--- src/rtl/ppg_pkg.sv ---
package ppg_pkg;

  typedef enum logic [1:0] {
    SEL_CMP_A = 2'd0,
    SEL_CMP_B = 2'd1,
    SEL_CTRL  = 2'd2,
    SEL_NONE  = 2'd3
  } wr_sel_e;

  localparam int CTRL_RUN_BIT = 0;
  localparam int CTRL_IRQ_BIT = 1;

  // Output level after one count step: B match has priority over A.
  function automatic logic next_level(input logic cur, input logic tick,
                                      input logic hit_a, input logic hit_b);
    logic lvl;
    lvl = cur;
    if (tick) begin
      if (hit_b)      lvl = 1'b1;
      else if (hit_a) lvl = 1'b0;
    end
    return lvl;
  endfunction

  // Interrupt request for one count step.
  function automatic logic match_req(input logic tick, input logic irq_en,
                                     input logic hit_a, input logic hit_b);
    return tick && irq_en && (hit_a || hit_b);
  endfunction

endpackage

--- src/rtl/ppg_regs.sv ---
module ppg_regs
  import ppg_pkg::*;
#(
  parameter int CNT_W = 16
) (
  input  logic             clk,
  input  logic             rst_n,
  input  logic             wr_en,
  input  logic [1:0]       wr_sel,
  input  logic [CNT_W-1:0] wr_data,
  input  logic             wrap_i,
  output logic             run_o,
  output logic             irq_en_o,
  output logic [CNT_W-1:0] cmp_a_o,
  output logic [CNT_W-1:0] cmp_b_o
);

  logic [CNT_W-1:0] buf_a_q, buf_b_q;
  logic [CNT_W-1:0] act_a_q, act_b_q;
  logic             run_q, irq_en_q;
  logic             load_active;

  assign load_active = !run_q || wrap_i;

  always_ff @(posedge clk or negedge rst_n) begin
    if (!rst_n) begin
      buf_a_q  <= '0;
      buf_b_q  <= '0;
      act_a_q  <= '0;
      act_b_q  <= '0;
      run_q    <= 1'b0;
      irq_en_q <= 1'b0;
    end else begin
      if (wr_en) begin
        case (wr_sel_e'(wr_sel))
          SEL_CMP_A: buf_a_q <= wr_data;
          SEL_CMP_B: buf_b_q <= wr_data;
          SEL_CTRL: begin
            run_q    <= wr_data[CTRL_RUN_BIT];
            irq_en_q <= wr_data[CTRL_IRQ_BIT];
          end
          default: ;
        endcase
      end
      if (load_active) begin
        act_a_q <= buf_a_q;
        act_b_q <= buf_b_q;
      end
    end
  end

  assign run_o    = run_q;
  assign irq_en_o = irq_en_q;
  assign cmp_a_o  = act_a_q;
  assign cmp_b_o  = act_b_q;

  AST_ACTIVE_HELD: assert property (@(posedge clk) disable iff (!rst_n)
    (run_q && !wrap_i) |=> ($stable(act_a_q) && $stable(act_b_q)));

endmodule

--- src/rtl/ppg_counter.sv ---
module ppg_counter #(
  parameter int CNT_W = 16
) (
  input  logic             clk,
  input  logic             rst_n,
  input  logic             run_i,
  input  logic             tick_i,
  output logic [CNT_W-1:0] cnt_o,
  output logic             wrap_o
);

  localparam logic [CNT_W-1:0] CNT_MAX = {CNT_W{1'b1}};

  logic [CNT_W-1:0] cnt_q;

  always_ff @(posedge clk or negedge rst_n) begin
    if (!rst_n)       cnt_q <= '0;
    else if (!run_i)  cnt_q <= '0;
    else if (tick_i)  cnt_q <= cnt_q + 1'b1;
  end

  assign cnt_o  = cnt_q;
  assign wrap_o = run_i && tick_i && (cnt_q == CNT_MAX);

  AST_HOLD_NO_TICK: assert property (@(posedge clk) disable iff (!rst_n)
    (run_i && !tick_i) |=> $stable(cnt_q));

  AST_WRAP_TO_ZERO: assert property (@(posedge clk) disable iff (!rst_n)
    wrap_o |=> (cnt_q == '0));

endmodule

--- src/rtl/ppg_shaper.sv ---
module ppg_shaper
  import ppg_pkg::*;
(
  input  logic clk,
  input  logic rst_n,
  input  logic run_i,
  input  logic tick_i,
  input  logic irq_en_i,
  input  logic hit_a_i,
  input  logic hit_b_i,
  output logic pulse_o,
  output logic irq_o
);

  logic pulse_q, irq_q;

  always_ff @(posedge clk or negedge rst_n) begin
    if (!rst_n) begin
      pulse_q <= 1'b0;
      irq_q   <= 1'b0;
    end else if (!run_i) begin
      pulse_q <= 1'b0;
      irq_q   <= 1'b0;
    end else begin
      pulse_q <= next_level(pulse_q, tick_i, hit_a_i, hit_b_i);
      irq_q   <= match_req(tick_i, irq_en_i, hit_a_i, hit_b_i);
    end
  end

  assign pulse_o = pulse_q;
  assign irq_o   = irq_q;

  AST_IRQ_CAUSE: assert property (@(posedge clk) disable iff (!rst_n)
    irq_o |-> $past(run_i && tick_i && irq_en_i && (hit_a_i || hit_b_i)));

endmodule

--- src/rtl/ppg_dual_cmp.sv ---
module ppg_dual_cmp
  import ppg_pkg::*;
#(
  parameter int CNT_W = 16
) (
  input  logic             clk,
  input  logic             rst_n,
  input  logic             wr_en,
  input  logic [1:0]       wr_sel,
  input  logic [CNT_W-1:0] wr_data,
  input  logic             cnt_tick,
  output logic             pulse_out,
  output logic             match_irq
);

  logic             run, irq_en, wrap;
  logic [CNT_W-1:0] cmp_a, cmp_b, cnt;
  logic             hit_a, hit_b;

  ppg_regs #(.CNT_W(CNT_W)) u_regs (
    .clk      (clk),
    .rst_n    (rst_n),
    .wr_en    (wr_en),
    .wr_sel   (wr_sel),
    .wr_data  (wr_data),
    .wrap_i   (wrap),
    .run_o    (run),
    .irq_en_o (irq_en),
    .cmp_a_o  (cmp_a),
    .cmp_b_o  (cmp_b)
  );

  ppg_counter #(.CNT_W(CNT_W)) u_counter (
    .clk    (clk),
    .rst_n  (rst_n),
    .run_i  (run),
    .tick_i (cnt_tick),
    .cnt_o  (cnt),
    .wrap_o (wrap)
  );

  assign hit_a = (cnt == cmp_a);
  assign hit_b = (cnt == cmp_b);

  ppg_shaper u_shaper (
    .clk      (clk),
    .rst_n    (rst_n),
    .run_i    (run),
    .tick_i   (cnt_tick),
    .irq_en_i (irq_en),
    .hit_a_i  (hit_a),
    .hit_b_i  (hit_b),
    .pulse_o  (pulse_out),
    .irq_o    (match_irq)
  );

  AST_B_SETS_HIGH: assert property (@(posedge clk) disable iff (!rst_n)
    (run && cnt_tick && hit_b) |=> pulse_out);

  AST_A_SETS_LOW: assert property (@(posedge clk) disable iff (!rst_n)
    (run && cnt_tick && hit_a && !hit_b) |=> !pulse_out);

  AST_NO_CLEAR_ON_MATCH: assert property (@(posedge clk) disable iff (!rst_n)
    (run && cnt_tick && (hit_a || hit_b) && !wrap) |=> (cnt != '0));

  AST_IDLE_QUIET: assert property (@(posedge clk) disable iff (!rst_n)
    !run |=> (!pulse_out && !match_irq && cnt == '0));

endmodule

--- config.mk ---
export PLATFORM = sky130hd
export DESIGN_NAME = ppg_dual_cmp
export DESIGN_NICKNAME = d
export VERILOG_FILES = /design/src/rtl/ppg_pkg.sv /design/src/rtl/ppg_regs.sv /design/src/rtl/ppg_counter.sv /design/src/rtl/ppg_shaper.sv /design/src/rtl/ppg_dual_cmp.sv
export SDC_FILE = /design/constraint.sdc
export NUM_CORES = 1
export LEC_CHECK = 0
export BUFFER_PORTS_ARGS = -buffer_cell sky130_fd_sc_hd__buf_2
export CORE_ASPECT_RATIO = 0.75
export CORE_UTILIZATION = 35
export CTS_CLUSTER_DIAMETER = 50
export DETAILED_ROUTE_END_ITERATION = 16
export PLACE_DENSITY_LB_ADDON = 0.15
export SETUP_SLACK_MARGIN = 0.5
export SYNTH_ARGS = -nofsm -noshare
export SYNTH_HDL_FRONTEND = slang
export SYNTH_SLANG_ARGS = --single-unit
export TNS_END_PERCENT = 30
--- constraint.sdc ---
create_clock -name clk -period 2.6 [get_ports clk]
set_clock_uncertainty 0.05 [all_clocks]
set_input_delay 0.52 -clock clk [delete_from_list [all_inputs] [get_ports clk]]
set_output_delay 0.52 -clock clk [all_outputs]
set_load 0.1 [all_outputs]
# Word-level counts from Yosys, hierarchy flattened
# Index checks and enable logic that the tools add are counted.
# word_totals
regBits,84
inputBits,22
output_inout_bits,2
word_cells,36
# op_classes
add_sub_neg,1
n_eq_ne,7
muxes,7
reduce_logical,12
# op_table
operator,n
$eq 16x16->1,2
$mux 16,2
$add 16x1->16 const B,1
$eq 16x16->1 const B,1
$reduce_and 2->1,4
$mux 1,5
$logic_and 1x1->1,4
$ne 3x1->1 const B,1
$eq 2x1->1 const B,1
$eq 2x2->1 const B,1
$logic_not 2->1,1
$logic_or 1x1->1,2
$ne 2x2->1 const B,1
$logic_not 1->1,1

# Longest topological paths before layout
# depth
depth_word,5
mapped_depth,6

# Modules after synthesis
# From an unflattened synthesis, not the netlist that was laid out.
# hier_totals
cells_unflattened,273
area_unflattened_um2,3734.8
# modules_own_cells
mod,n_inst,cells_each,area_per_inst_um2,seq_area_each_um2
ppg_regs,1,142,2483.6,1651.6
ppg_counter,1,83,822.0,400.4
ppg_dual_cmp,1,42,349.1,0.0
ppg_shaper,1,6,80.1,50.0

# Worst setup path after synthesis
# No wires, ideal clock.
# synth_path
kind,input port to flip-flop
from,input cnt_tick
to,register u_regs.act_a_q[10] (netlist: u_regs.cmp_a_o[10])
setup_ps,125
t_arrival_ps,1993
required_time_ps,2425
setup_slack_ps,432
path_stages,6
n_path_buf,2
cell_sequence,buf_4 and4_1 nand2_2 o41ai_4 buf_6 mux2_4
# synth_between
elab_chain_cells,3
# synth_rtl
item,line_no,rtl
"start, declared",ppg_dual_cmp.sv:11,"input logic cnt_tick,"
$logic_and 1x1->1 (2 in a row),ppg_counter.sv:23,assign wrap_o = run_i && tick_i && (cnt_q == CNT_MAX);
$logic_or 1x1->1,ppg_regs.sv:23,assign load_active = !run_q || wrap_i;
"end signal, assigned",ppg_regs.sv:46,act_a_q <= buf_a_q;
"end, declared",ppg_regs.sv:19,"logic [CNT_W-1:0] act_a_q, act_b_q;"
# Every way passes these cells.
# A chain may end at the register's enable or synchronous reset.

# Worst setup path in the final report
# layout_path
from,register u_counter.cnt_q[3] (netlist: u_counter.cnt_o[3])
to,register u_regs.act_a_q[0] (netlist: u_regs.cmp_a_o[0])
# layout_between
elab_chain_cells,3
# layout_rtl
item,line_no,rtl
"start, declared",ppg_counter.sv:14,logic [CNT_W-1:0] cnt_q;
"start signal, assigned",ppg_counter.sv:19,else if (tick_i) cnt_q <= cnt_q + 1'b1;
$eq 16x16->1,ppg_counter.sv:23,
$logic_and 1x1->1,ppg_counter.sv:23,
$logic_or 1x1->1,ppg_regs.sv:23,
# Every way passes these cells.

==> metrics.txt <==
outcome=completed; GPL Wtd Cong=0.7484; clock buffer depth=2; Crit path max-delay family=flip-flops; CP Launch Point=u_counter.cnt_o[3]; Worst Hold Class=in2async; via count=2131; Crit path largest cell delay=0.44 ns; Setup Crit Path Kind=reg2reg; crit end category=flip-flop; initial antenna violation count=0; final instance area=4581 µm²; number of global-route vias before repair=2206; total grt overflow=0; clock root cell=clkbuf_16; wire per inst=16.78 µm; Global Route Usage Sum=15.08%; final hold violations=0; Fillers=988; PwrDens=851.9 nW/µm²; Die Wd=124.0 µm; post-layout util=43.34%; net load switching power=1.041 mW; Arrival @ worst endpoint=2.21 ns; library cells used by synthesis=31; RR Endpoint=u_regs.cmp_a_o[0]; syn avg cell area=13.99 µm²; I/O pins=24; maxcap violations=0; achievable clock frequency=489.7 MHz; CP required=2.77 ns; Yosys reg bits=84; vias per cell=4.694; slew margin rel.=63.04%; footprint of the multi-input gates=1694 µm²; Final period util=78.55%; Antenna diodes=0; first-pass GRT wire length=12560 µm; post-route minimum period=2.042 ns; slowest cell on the critical path=dfrtp_2; TritonCTS clock tree=built; Worst-path clk slew=0.06 ns; Port Buffer Count=23; Slew Limit Fails=0; Final HPWL DP=5066 µm; setup_tns=0 ns; ANT nets after route=0; Async SR Flop Fraction=100.0%; FP Rows=32; DIE AREA=11580 µm²; Primary FF master, synth=dfrtp_1; Worst setup SP type=flip-flop; reg2reg start=u_counter.cnt_o[3]; Sw Ratio=26.69%; top-count cell post-synth=dfrtp_1; Critical Path Stages=6; syn nets=302; ratio of cells with drive above 1 in the final layout=43.08%; RSZ-0062 raised after global routing=no; Power Internal=2.861 mW; Power, Total=3.902 mW; critical-path cell list=and4_4 -> nand2_2 -> o41ai_4 -> buf_4 -> buf_12 -> mux2_2; CTS Buf Count=9; Leak Pwr=2.178 nW; top post-synthesis cells by area=dfrtp_1, mux2_4, mux2_2; Remaining DRCs=0; Area Overhead vs Synth=17.34%; number of flops mapped to enable cells by yosys=0; Synth top cells by count=dfrtp_1, xor2_1, mux2_2, mux2_4, and2_1; Final #Nets=336; DR iter-0 viols=83; part of the power in registers=46.4%; share of the synthesized area in the top cell type=53.85%; warnings from Yosys=0; CORE AREA=10570 µm²; Post-Place Cell Area=4149 µm²; endpoints failing setup=0; H-tree depth=3; Comb power frac=20.5%; clock share of power=33.2%; FF+latch area=2113 µm²; Initial Utilization=36.93%; Tightest Pin Transition=0.5544 ns; worst skew pair latency=0.34 ns; Gate Count Post-Synth=279; Mapped Area=3904 µm²; Yosys top cell by area=dfrtp_1; CP Max Fanout=16; worst path buffer plus inverter count=2; die height=93.46 µm; total routed wirelength=7618 µm; internal reg-to-reg setup slack=0.56 ns; CTS Sinks=84; Hold-fix buffers, CTS=0; reg2reg path depth=6; largest net degree at the start of global routing=44; sequential-to-total area share from yosys stat=53.85%; Max rail drop VDD=0.4157 mV; first drt pass iteration count=4
[layout make-up]
| cell class | instances | share of cell area, % |
|---|---|---|
| Timing Repair Buffer | 40 | 6.446 |
| Tap cell | 136 | 3.715 |
| Multi-Input combinational cell | 176 | 36.98 |
| Clock buffer | 10 | 4.999 |
| Sequential cell | 84 | 46.14 |
| Inverter | 2 | 0.1639 |
| Clock inverter | 6 | 1.557 |
[per-layer routing]
layer	track usage [%]	vias up	routed length, µm
li1	-	1025	-
met4	4.167	0	78
met1	23.65	1070	4290
met2	19.40	27	2993
met5	0	-	0
met3	4.634	9	257
[worst register-to-register path: cells and delay by family, from the launching register on]
kind                   cells  cell delay [ns]
flip-flops                 1             0.44
AO/OA/AOI/OAI              1             0.37
buffers and inverters      2             0.36
multiplexers               1             0.36
AND/OR/NAND/NOR            2             0.35
[power groups by stage]
stage | sequential [mW] | clock, mW | combinational, mW
2_1_floorplan | 1.76 | 0 | 0.616
3_3_place_gp | 1.84 | 0 | 0.732
3_5_place_dp | 1.84 | 0 | 0.746
4_1_cts | 1.82 | 1.33 | 0.782
5_1_grt | 1.85 | 1.40 | 0.871
6_report | 1.81 | 1.29 | 0.798
[cells by family (layout without fill, tap and decap cells)]
| kind of cell | count (synthesis) | after routing | share of synthesized area, % |
|---|---|---|---|
| compound gates | 3 | 3 | 0.9937 |
| flops | 84 | 84 | 53.85 |
| buf+inv | 19 | 58 | 2.885 |
| simple gates | 58 | 58 | 9.199 |
| mux | 68 | 68 | 22.44 |
| fa+ha+maj | 1 | 1 | 0.3205 |
| xor+xnor | 46 | 46 | 10.32 |
[per-stage QoR]
step	instances	hold WS, ns	worst slack [ns]
after floorplan	279	0.1744	0.5465
after CTS	444	0.1435	0.5104
after detailed placement	426	0.4375	0.3748
final	454	0.1204	0.5578
after global placement	426	0.4342	0.4092
after global routing	454	0.1539	0.4916
[layout by cell type (no fill, tap or decap), drive strengths merged]
cell type	count
o22ai	1
nor3b	1
nand2b	1
xnor2	9
clkinv	1
a21oi	1
dfrtp	84
ha	1
bufbuf	1
nand2	9
nand3	5
clkbuf	10
nand4	7
mux2	66
o41ai	1
inv	4
mux2i	2
clkinvlp	2
nand3b	2
nor2	2
bufinv	1
nor4	8
nor2b	3
xor2	37
and3	2
nor3	3
buf	39
and4	2
and2	13
[worst max-delay path by stage]
stage | slack, ns | to
2_1_floorplan | 0.55 | u_regs.cmp_a_o[10]
6_report | 0.56 | u_regs.cmp_a_o[0]
4_1_cts | 0.51 | u_regs.cmp_a_o[0]
5_1_grt | 0.49 | u_regs.cmp_a_o[0]
3_3_place_gp | 0.41 | u_regs.cmp_a_o[0]
3_5_place_dp | 0.37 | u_regs.cmp_a_o[0]
[registers in the layout (all words and copies together), names as in the netlist]
register,count
u_regs.cmp_b_o,16
u_regs.cmp_a_o,16
u_shaper.pulse_o,1
u_regs.buf_b_q,16
u_regs.buf_a_q,16
u_shaper.irq_o,1
u_regs.irq_en_o,1
u_regs.run_o,1
u_counter.cnt_o,16
[timing repair]
action                     in CTS  in global routing
cloned                          1                  0
setup endpoints to repair      32                 32
resized for setup               7                  4
pin swaps                       1                  0
buffers inserted                1                 10
Note: power is estimated with default switching activity, not from simulation.
